===== src/rtl/salu_pkg.sv =====
package salu_pkg;

  localparam logic [7:0] OPC_INC = 8'h01;
  localparam logic [7:0] OPC_EQ  = 8'h08;
  localparam logic [7:0] OPC_NE  = 8'h09;
  localparam logic [7:0] OPC_GT  = 8'h0a;
  localparam logic [7:0] OPC_LT  = 8'h0b;
  localparam logic [7:0] OPC_ADD = 8'h18;
  localparam logic [7:0] OPC_SUB = 8'h19;
  localparam logic [7:0] OPC_MUL = 8'h1a;
  localparam logic [7:0] OPC_DIV = 8'h1b;
  localparam logic [7:0] OPC_AND = 8'h1c;
  localparam logic [7:0] OPC_OR  = 8'h1d;
  localparam logic [7:0] OPC_XOR = 8'h1e;
  localparam logic [7:0] OPC_SFT = 8'h1f;

  typedef enum logic [3:0] {
    OP_NONE, OP_INC, OP_ADD, OP_SUB, OP_MUL, OP_DIV, OP_AND,
    OP_OR, OP_XOR, OP_SFT, OP_EQ, OP_NE, OP_GT, OP_LT
  } aluOp_e;

  // strobes from control to datapath
  typedef struct packed {
    logic   load;
    aluOp_e op;
    logic   wide;
  } aluCtl_t;

endpackage


===== src/rtl/salu_ctrl.sv =====
module salu_ctrl
  import salu_pkg::*;
(
  input  logic       clk,
  input  logic       rstN,
  input  logic       inValid,
  input  logic [7:0] opcode,
  input  logic       shortMode,
  output aluCtl_t    ctl,
  output logic       outValid
);

  aluOp_e decOp;
  logic   isCmp;

  always_comb begin
    unique case (opcode)
      OPC_INC: decOp = OP_INC;
      OPC_ADD: decOp = OP_ADD;
      OPC_SUB: decOp = OP_SUB;
      OPC_MUL: decOp = OP_MUL;
      OPC_DIV: decOp = OP_DIV;
      OPC_AND: decOp = OP_AND;
      OPC_OR:  decOp = OP_OR;
      OPC_XOR: decOp = OP_XOR;
      OPC_SFT: decOp = OP_SFT;
      OPC_EQ:  decOp = OP_EQ;
      OPC_NE:  decOp = OP_NE;
      OPC_GT:  decOp = OP_GT;
      OPC_LT:  decOp = OP_LT;
      default: decOp = OP_NONE;
    endcase
  end

  assign isCmp    = (decOp == OP_EQ) || (decOp == OP_NE) ||
                    (decOp == OP_GT) || (decOp == OP_LT);
  assign ctl.op   = decOp;
  assign ctl.load = inValid && (decOp != OP_NONE);
  assign ctl.wide = shortMode && !isCmp;

  always_ff @(posedge clk or negedge rstN) begin
    if (!rstN) outValid <= 1'b0;
    else       outValid <= ctl.load;
  end

endmodule


===== src/rtl/salu_dpath.sv =====
module salu_dpath
  import salu_pkg::*;
#(
  parameter int WORD_W = 16
) (
  input  logic              clk,
  input  logic              rstN,
  input  aluCtl_t           ctl,
  input  logic              shortMode,
  input  logic [WORD_W-1:0] opA,
  input  logic [WORD_W-1:0] opB,
  output logic [WORD_W-1:0] result,
  output logic              resultWide
);

  localparam int HALF_W = WORD_W / 2;
  localparam int NIB_W  = $clog2(WORD_W);
  localparam logic [WORD_W-1:0] LOW_MASK = {{HALF_W{1'b0}}, {HALF_W{1'b1}}};

  logic [WORD_W-1:0] aEff, bEff, raw, fitted;
  logic [HALF_W-1:0] shCtl;
  logic [NIB_W-1:0]  rAmt, lAmt;

  assign aEff  = shortMode ? opA : (opA & LOW_MASK);
  assign bEff  = shortMode ? opB : (opB & LOW_MASK);
  assign shCtl = opA[HALF_W-1:0];
  assign rAmt  = shCtl[NIB_W-1:0];
  assign lAmt  = shCtl[2*NIB_W-1:NIB_W];

  always_comb begin
    raw = '0;
    unique case (ctl.op)
      OP_INC:  raw = aEff + 1'b1;
      OP_ADD:  raw = bEff + aEff;
      OP_SUB:  raw = bEff - aEff;
      OP_MUL:  raw = bEff * aEff;
      OP_DIV:  raw = (aEff == '0) ? '0 : bEff / aEff;
      OP_AND:  raw = bEff & aEff;
      OP_OR:   raw = bEff | aEff;
      OP_XOR:  raw = bEff ^ aEff;
      OP_SFT:  raw = (bEff >> rAmt) << lAmt;
      OP_EQ:   raw = {{(WORD_W-1){1'b0}}, bEff == aEff};
      OP_NE:   raw = {{(WORD_W-1){1'b0}}, bEff != aEff};
      OP_GT:   raw = {{(WORD_W-1){1'b0}}, bEff >  aEff};
      OP_LT:   raw = {{(WORD_W-1){1'b0}}, bEff <  aEff};
      default: raw = '0;
    endcase
  end

  assign fitted = ctl.wide ? raw : (raw & LOW_MASK);

  always_ff @(posedge clk or negedge rstN) begin
    if (!rstN) begin
      result     <= '0;
      resultWide <= 1'b0;
    end else if (ctl.load) begin
      result     <= fitted;
      resultWide <= ctl.wide;
    end
  end

endmodule


===== src/rtl/salu_top.sv =====
module salu_top
  import salu_pkg::*;
#(
  parameter int WORD_W = 16
) (
  input  logic              clk,
  input  logic              rstN,
  input  logic              inValid,
  input  logic [7:0]        opcode,
  input  logic              shortMode,
  input  logic [WORD_W-1:0] opA,
  input  logic [WORD_W-1:0] opB,
  output logic              outValid,
  output logic [WORD_W-1:0] result,
  output logic              resultWide
);

  aluCtl_t ctl;

  salu_ctrl ctrl_i (
    .clk(clk), .rstN(rstN), .inValid(inValid), .opcode(opcode),
    .shortMode(shortMode), .ctl(ctl), .outValid(outValid)
  );

  salu_dpath #(.WORD_W(WORD_W)) dpath_i (
    .clk(clk), .rstN(rstN), .ctl(ctl), .shortMode(shortMode),
    .opA(opA), .opB(opB), .result(result), .resultWide(resultWide)
  );

endmodule


===== config.mk =====
export PLATFORM = sky130hd
export DESIGN_NAME = salu_top
export DESIGN_NICKNAME = d
export VERILOG_FILES = /design/src/rtl/salu_pkg.sv /design/src/rtl/salu_ctrl.sv /design/src/rtl/salu_dpath.sv /design/src/rtl/salu_top.sv
export SDC_FILE = /design/constraint.sdc
export NUM_CORES = 1
export LEC_CHECK = 0
export ABC_CLOCK_PERIOD_IN_PS = 1600
export BUFFER_PORTS_ARGS = -buffer_cell sky130_fd_sc_hd__clkbuf_2
export CORE_MARGIN = 2
export CORE_UTILIZATION = 66
export DETAILED_ROUTE_END_ITERATION = 8
export HOLD_SLACK_MARGIN = 0.08
export PLACE_DENSITY = 0.84
export SKIP_CTS_REPAIR_TIMING = 1
export SLEW_MARGIN = 0
export SYNTH_ARGS = -nofsm -noshare
export SYNTH_HDL_FRONTEND = slang
export SYNTH_SLANG_ARGS = --single-unit

===== constraint.sdc =====
create_clock -name clk -period 1.6 [get_ports clk]
set_clock_uncertainty 0.2 [all_clocks]
set_input_delay 0.08 -clock clk [delete_from_list [all_inputs] [get_ports clk]]
set_output_delay 0.08 -clock clk [all_outputs]
set_load 0.005 [all_outputs]

==> reports/results.ini, run 1 <==
[logic_synthesis]
syn-num-nets = 2542
ys_warn_count = 0
post_synth_inst_count = 2161
synth_edf_count = 0
synth-seq-area-share = 0.0279
syn_area_sq_mm = 0.0161
synth.avg_cell_area_sq_um = 7.47
ys.flop_type = dfrtp_1
synth.distinct_cells = 108
synth-seq-cells = 18
synthArstFlopShare = 1.00

[run_status]
firstError = [ERROR GRT-0116] Global routing finished with congestion. Check the congestion regions in the DRC Viewer.
lastStage = global routing
status = stopped before the end

[grt]
grt_pass1_vias = 30880
grt_max_degree = 52
grt_usage = 0.955
gr-total-overflow = 1059
grt_pass1_wl_um = 192000

[clock_tree]
cts_num_sinks = 18
clk_path_buf_depth = 2
htree_levels = 1
cts_inserted_buffers = 3
root_buffer = clkbuf_16

[placement]
place_inst = 3207
post-dp-hpwl_um = 72700
place.gp.congestion = 1.21
portBuffers = 61
placed_area_sq_mm = 0.0229

[floorplan]
rows = 57
fp.dieH_um = 160
initial_utilization = 0.668
boundaryPins = 62
fp.dieW_um = 160

-- cells by family after synthesis --
logic type | Yosys count | synth area share
buffers and inverters | 282 | 0.0690
adder cells (fa/ha/maj) | 337 | 0.299
AO/OA/AOI/OAI | 597 | 0.262
AND/OR/NAND/NOR | 731 | 0.215
flip-flops | 18 | 0.0279
multiplexers | 81 | 0.0628
XOR/XNOR | 115 | 0.0641
-- per-stage QoR --
stage	setup slack [ps]	util	TNS (ps)
2_1_floorplan	-21860	-	-170500
3_3_place_gp	-22020	0.947	-179780
3_5_place_dp	-24340	0.947	-198450
4_1_cts	-25480	0.950	-204510
-- cells in the mapped netlist, drive strengths merged, types with 15 or more instances --
cell / n / area (sq um)
a211oi: 23 / 183
a21o: 38 / 287
a21oi: 135 / 683
a221oi: 16 / 183
a31oi: 28 / 196
and2: 37 / 234
buf: 28 / 160
clkbuf: 54 / 203
dfrtp: 18 / 450
fa: 82 / 1640
ha: 255 / 3190
inv: 196 / 736
mux2: 33 / 383
mux2i: 37 / 383
nand2: 215 / 807
nand2b: 21 / 131
nand3: 63 / 315
nor2: 195 / 734
nor2b: 16 / 100
nor3: 72 / 372
nor4: 18 / 153
o211ai: 30 / 230
o21a: 42 / 315
o21ai: 112 / 572
o31ai: 15 / 136
or2: 20 / 125
or3: 30 / 188
xnor2: 70 / 613
xor2: 43 / 377
-- per-layer routing --
layer | track usage | overflow
met5 | 0.616 | 7
met3 | 0.827 | 34
met2 | 1.12 | 692
met4 | 1.04 | 274
met1 | 0.891 | 52
==> run 2, diff against run 1 <==
Settings changed: CORE_UTILIZATION 66 to 40, HOLD_SLACK_MARGIN 0.08 to default, PLACE_DENSITY 0.84 to default, PLACE_DENSITY_LB_ADDON from default to 0.15.
==> run 2 against run 1 <==
  * The flow now finishes, with violations (negative setup slack)
  * Synthesized area is the same
  * Synthesized cell count is the same
==> reports/results.ini, run 2 <==
[run_status]
status = finished, violations left  ; was stopped before the end
violations = negative setup slack

[logic_synthesis]
ys.flop_type = dfrtp_1  ; unchanged
synth.distinct_cells = 108  ; unchanged
ys_warn_count = 0  ; unchanged
synth-seq-area-share = 0.0279  ; unchanged
syn_area_sq_mm = 0.0161  ; unchanged
synthArstFlopShare = 1.00  ; unchanged
yosys.area.top_type = ha_1  ; unchanged
yosys.area.top_type_share = 0.198  ; unchanged
synth_edf_count = 0  ; unchanged
syn-num-nets = 2542  ; unchanged
post_synth_inst_count = 2161  ; unchanged
synthTopCellsByArea = ha_1, fa_1, nand2_1  ; unchanged
synth-seq-cells = 18  ; unchanged
ys_top_cells_by_count = ha_1, nand2_1, nor2_1  ; unchanged
synth.avg_cell_area_sq_um = 7.47  ; unchanged
synth.most_common_cell = ha_1  ; unchanged

[floorplan]
initial_utilization = 0.405  ; was 0.668
boundaryPins = 62  ; unchanged
dieArea_sq_mm = 0.0420
fp.dieW_um = 205  ; was 160 um
coreArea_sq_mm = 0.0398
fp.dieH_um = 205  ; was 160 um
rows = 73  ; was 57

[layout]
largest_register = dpath_i.result
instances_no_fill = 3518
syn2layout_area_growth_pct = 57.2
largest_reg_flops = 16
final_core_util = 0.637
layout_commonest_cell = buf_4
finalNetCount = 3375
reg.largest.list = dpath_i.result (16), ctrl_i.outValid (1), dpath_i.resultWide (1)
num-fill-cells = 3540
diodes = 0
drive_above_1_share = 0.409
final_cell_mix = buf_4, ha_1, nand2_1, nor2_1, inv_1

[timing]
fin_crit_sh = 15.3
period_minus_slack_ps = 24400
rsz0062_at_grt = yes
slew_viol_final = 0
worst_pin_slew_ps = 684
fmax_ghz = 0.0410
hold_ws_ps = 108
hold_viol_final = 0
setup_tns_ps = -177580
relSlewSlack = 0.537
finalSetupViolCount = 18
setup_ws_ps = -22800

[detailed_routing]
drtAntennaViolNets = 0
vias = 20341
wl_per_cell_um = 21.6
wl_um = 76100
first_pass_iters = 5
drt_iter0_drc = 1576
vias_per_cell = 5.78
drc = 0

[grt]
grt_antenna_before_repair = 0
grt_usage = 0.348
grt_pass1_wl_um = 113000
grt_max_degree = 34
gr-total-overflow = 0
grt_pass1_vias = 20097

[placement]
place.gp.congestion = 1.01  ; was 1.21
portBuffers = 61  ; unchanged
place_inst = 3446  ; was 3207
post-dp-hpwl_um = 60900  ; was 72700 um

[clock_tree]
clkLatencyLatePin_ps = 250
cts_num_sinks = 18  ; unchanged
tritoncts = built
cts_inserted_buffers = 3  ; unchanged
root_buffer = clkbuf_16  ; unchanged
htree_levels = 1  ; unchanged
path_clk_slew_ps = 50
clk_path_buf_depth = 2  ; unchanged

[critical_path]
worst-setup-path-type = in2reg
start_kind = primary input
cp_common_cell = ha_4
arrival_ps = 24340
crit_slowest_cell = or4_4
crit_path_end_kind = register
cp_max_fo = 8
cp_data_required_time_ps = 1530
cpPeakStageDelay_ps = 540

[power]
ir_worst_vdd_uv = 5720
power.density_mw_per_mm2 = 2620
leakagePower_nw = 12.3
p_total_mw = 66.6

[run]
max-cap-violations = 0

[min_path]
min_path_type = in2async

==> run 2: cell counts after synthesis <==
Identical to the previous run, type by type.
==> run 2: final timing paths <==
path / start / to / slack (ps) / cells after the start
max in group asynchronous: rstN / dpath_i.result[0]$_DFFE_PN0P_ / 780 / 2
min reg2reg: dpath_i.result[2]$_DFFE_PN0P_ / dpath_i.result[2]$_DFFE_PN0P_ / 290 / 2
max: opA[8] / dpath_i.result[0]$_DFFE_PN0P_ / -22800 / 124
min: rstN / dpath_i.result[2]$_DFFE_PN0P_ / 110 / 2
min in group clk: inValid / dpath_i.result[13]$_DFFE_PN0P_ / 180 / 6
max reg2reg: dpath_i.result[10]$_DFFE_PN0P_ / dpath_i.result[10]$_DFFE_PN0P_ / 80 / 4
==> run 2: metrics by stage <==
stage / worst slack [ps] / cell area [sq um]
after global placement: -22570 / 23500
after floorplan: -21860 / 17100
after detailed placement: -23270 / 23500
after global routing: -23800 / 25400
after CTS: -23090 / 23500
final: -22800 / 25400
==> run 2: kinds of logic after synthesis <==
kind of cell	share of synthesized area
AO/OA/AOI/OAI	0.262
XOR/XNOR	0.0641
adder cells (fa/ha/maj)	0.299
buffers and inverters	0.0690
flip-flops	0.0279
multiplexers	0.0628
AND/OR/NAND/NOR	0.215
==> run 2: report_power, final <==
| part | total (mW) | switching (mW) | internal [mW] |
|---|---|---|---|
| Combinational | 65.5 | 31.5 | 34.0 |
| Sequential | 0.507 | 0.0185 | 0.489 |
| Clock | 0.562 | 0.181 | 0.381 |
| Total | 66.6 | 31.7 | 34.9 |
==> run 2: layout make-up <==
cell class,count,area (sq um),share of cell area
inverters,200,778,0.0307
well taps,525,657,0.0259
clock buffers,4,88.8,0.00350
multi-input cells,1861,16200,0.639
flip-flops and latches,18,450,0.0177
repair buffers,910,7190,0.283
==> run 2: routing by layer <==
| layer | track usage | vias to the layer above | part of all wire |
|---|---|---|---|
| met1 | 0.446 | 9772 | 0.42 |
| met5 | 0 | - | 0 |
| met4 | 0.156 | 0 | 0.051 |
| li1 | - | 9487 | - |
| met2 | 0.585 | 881 | 0.46 |
| met3 | 0.0407 | 201 | 0.074 |
==> run 2: critical path: cells and delay by family <==
kind                       cells  cell delay [ps]
adders and majority gates     15             3700
muxes                          3              950
xor gates and xnor gates       1              210
buffers and inverters         14             1900
AOI/OAI and AO/OA             65            13140
and+or+nand+nor               26             4260
Note: power is estimated with default switching activity, not from simulation.
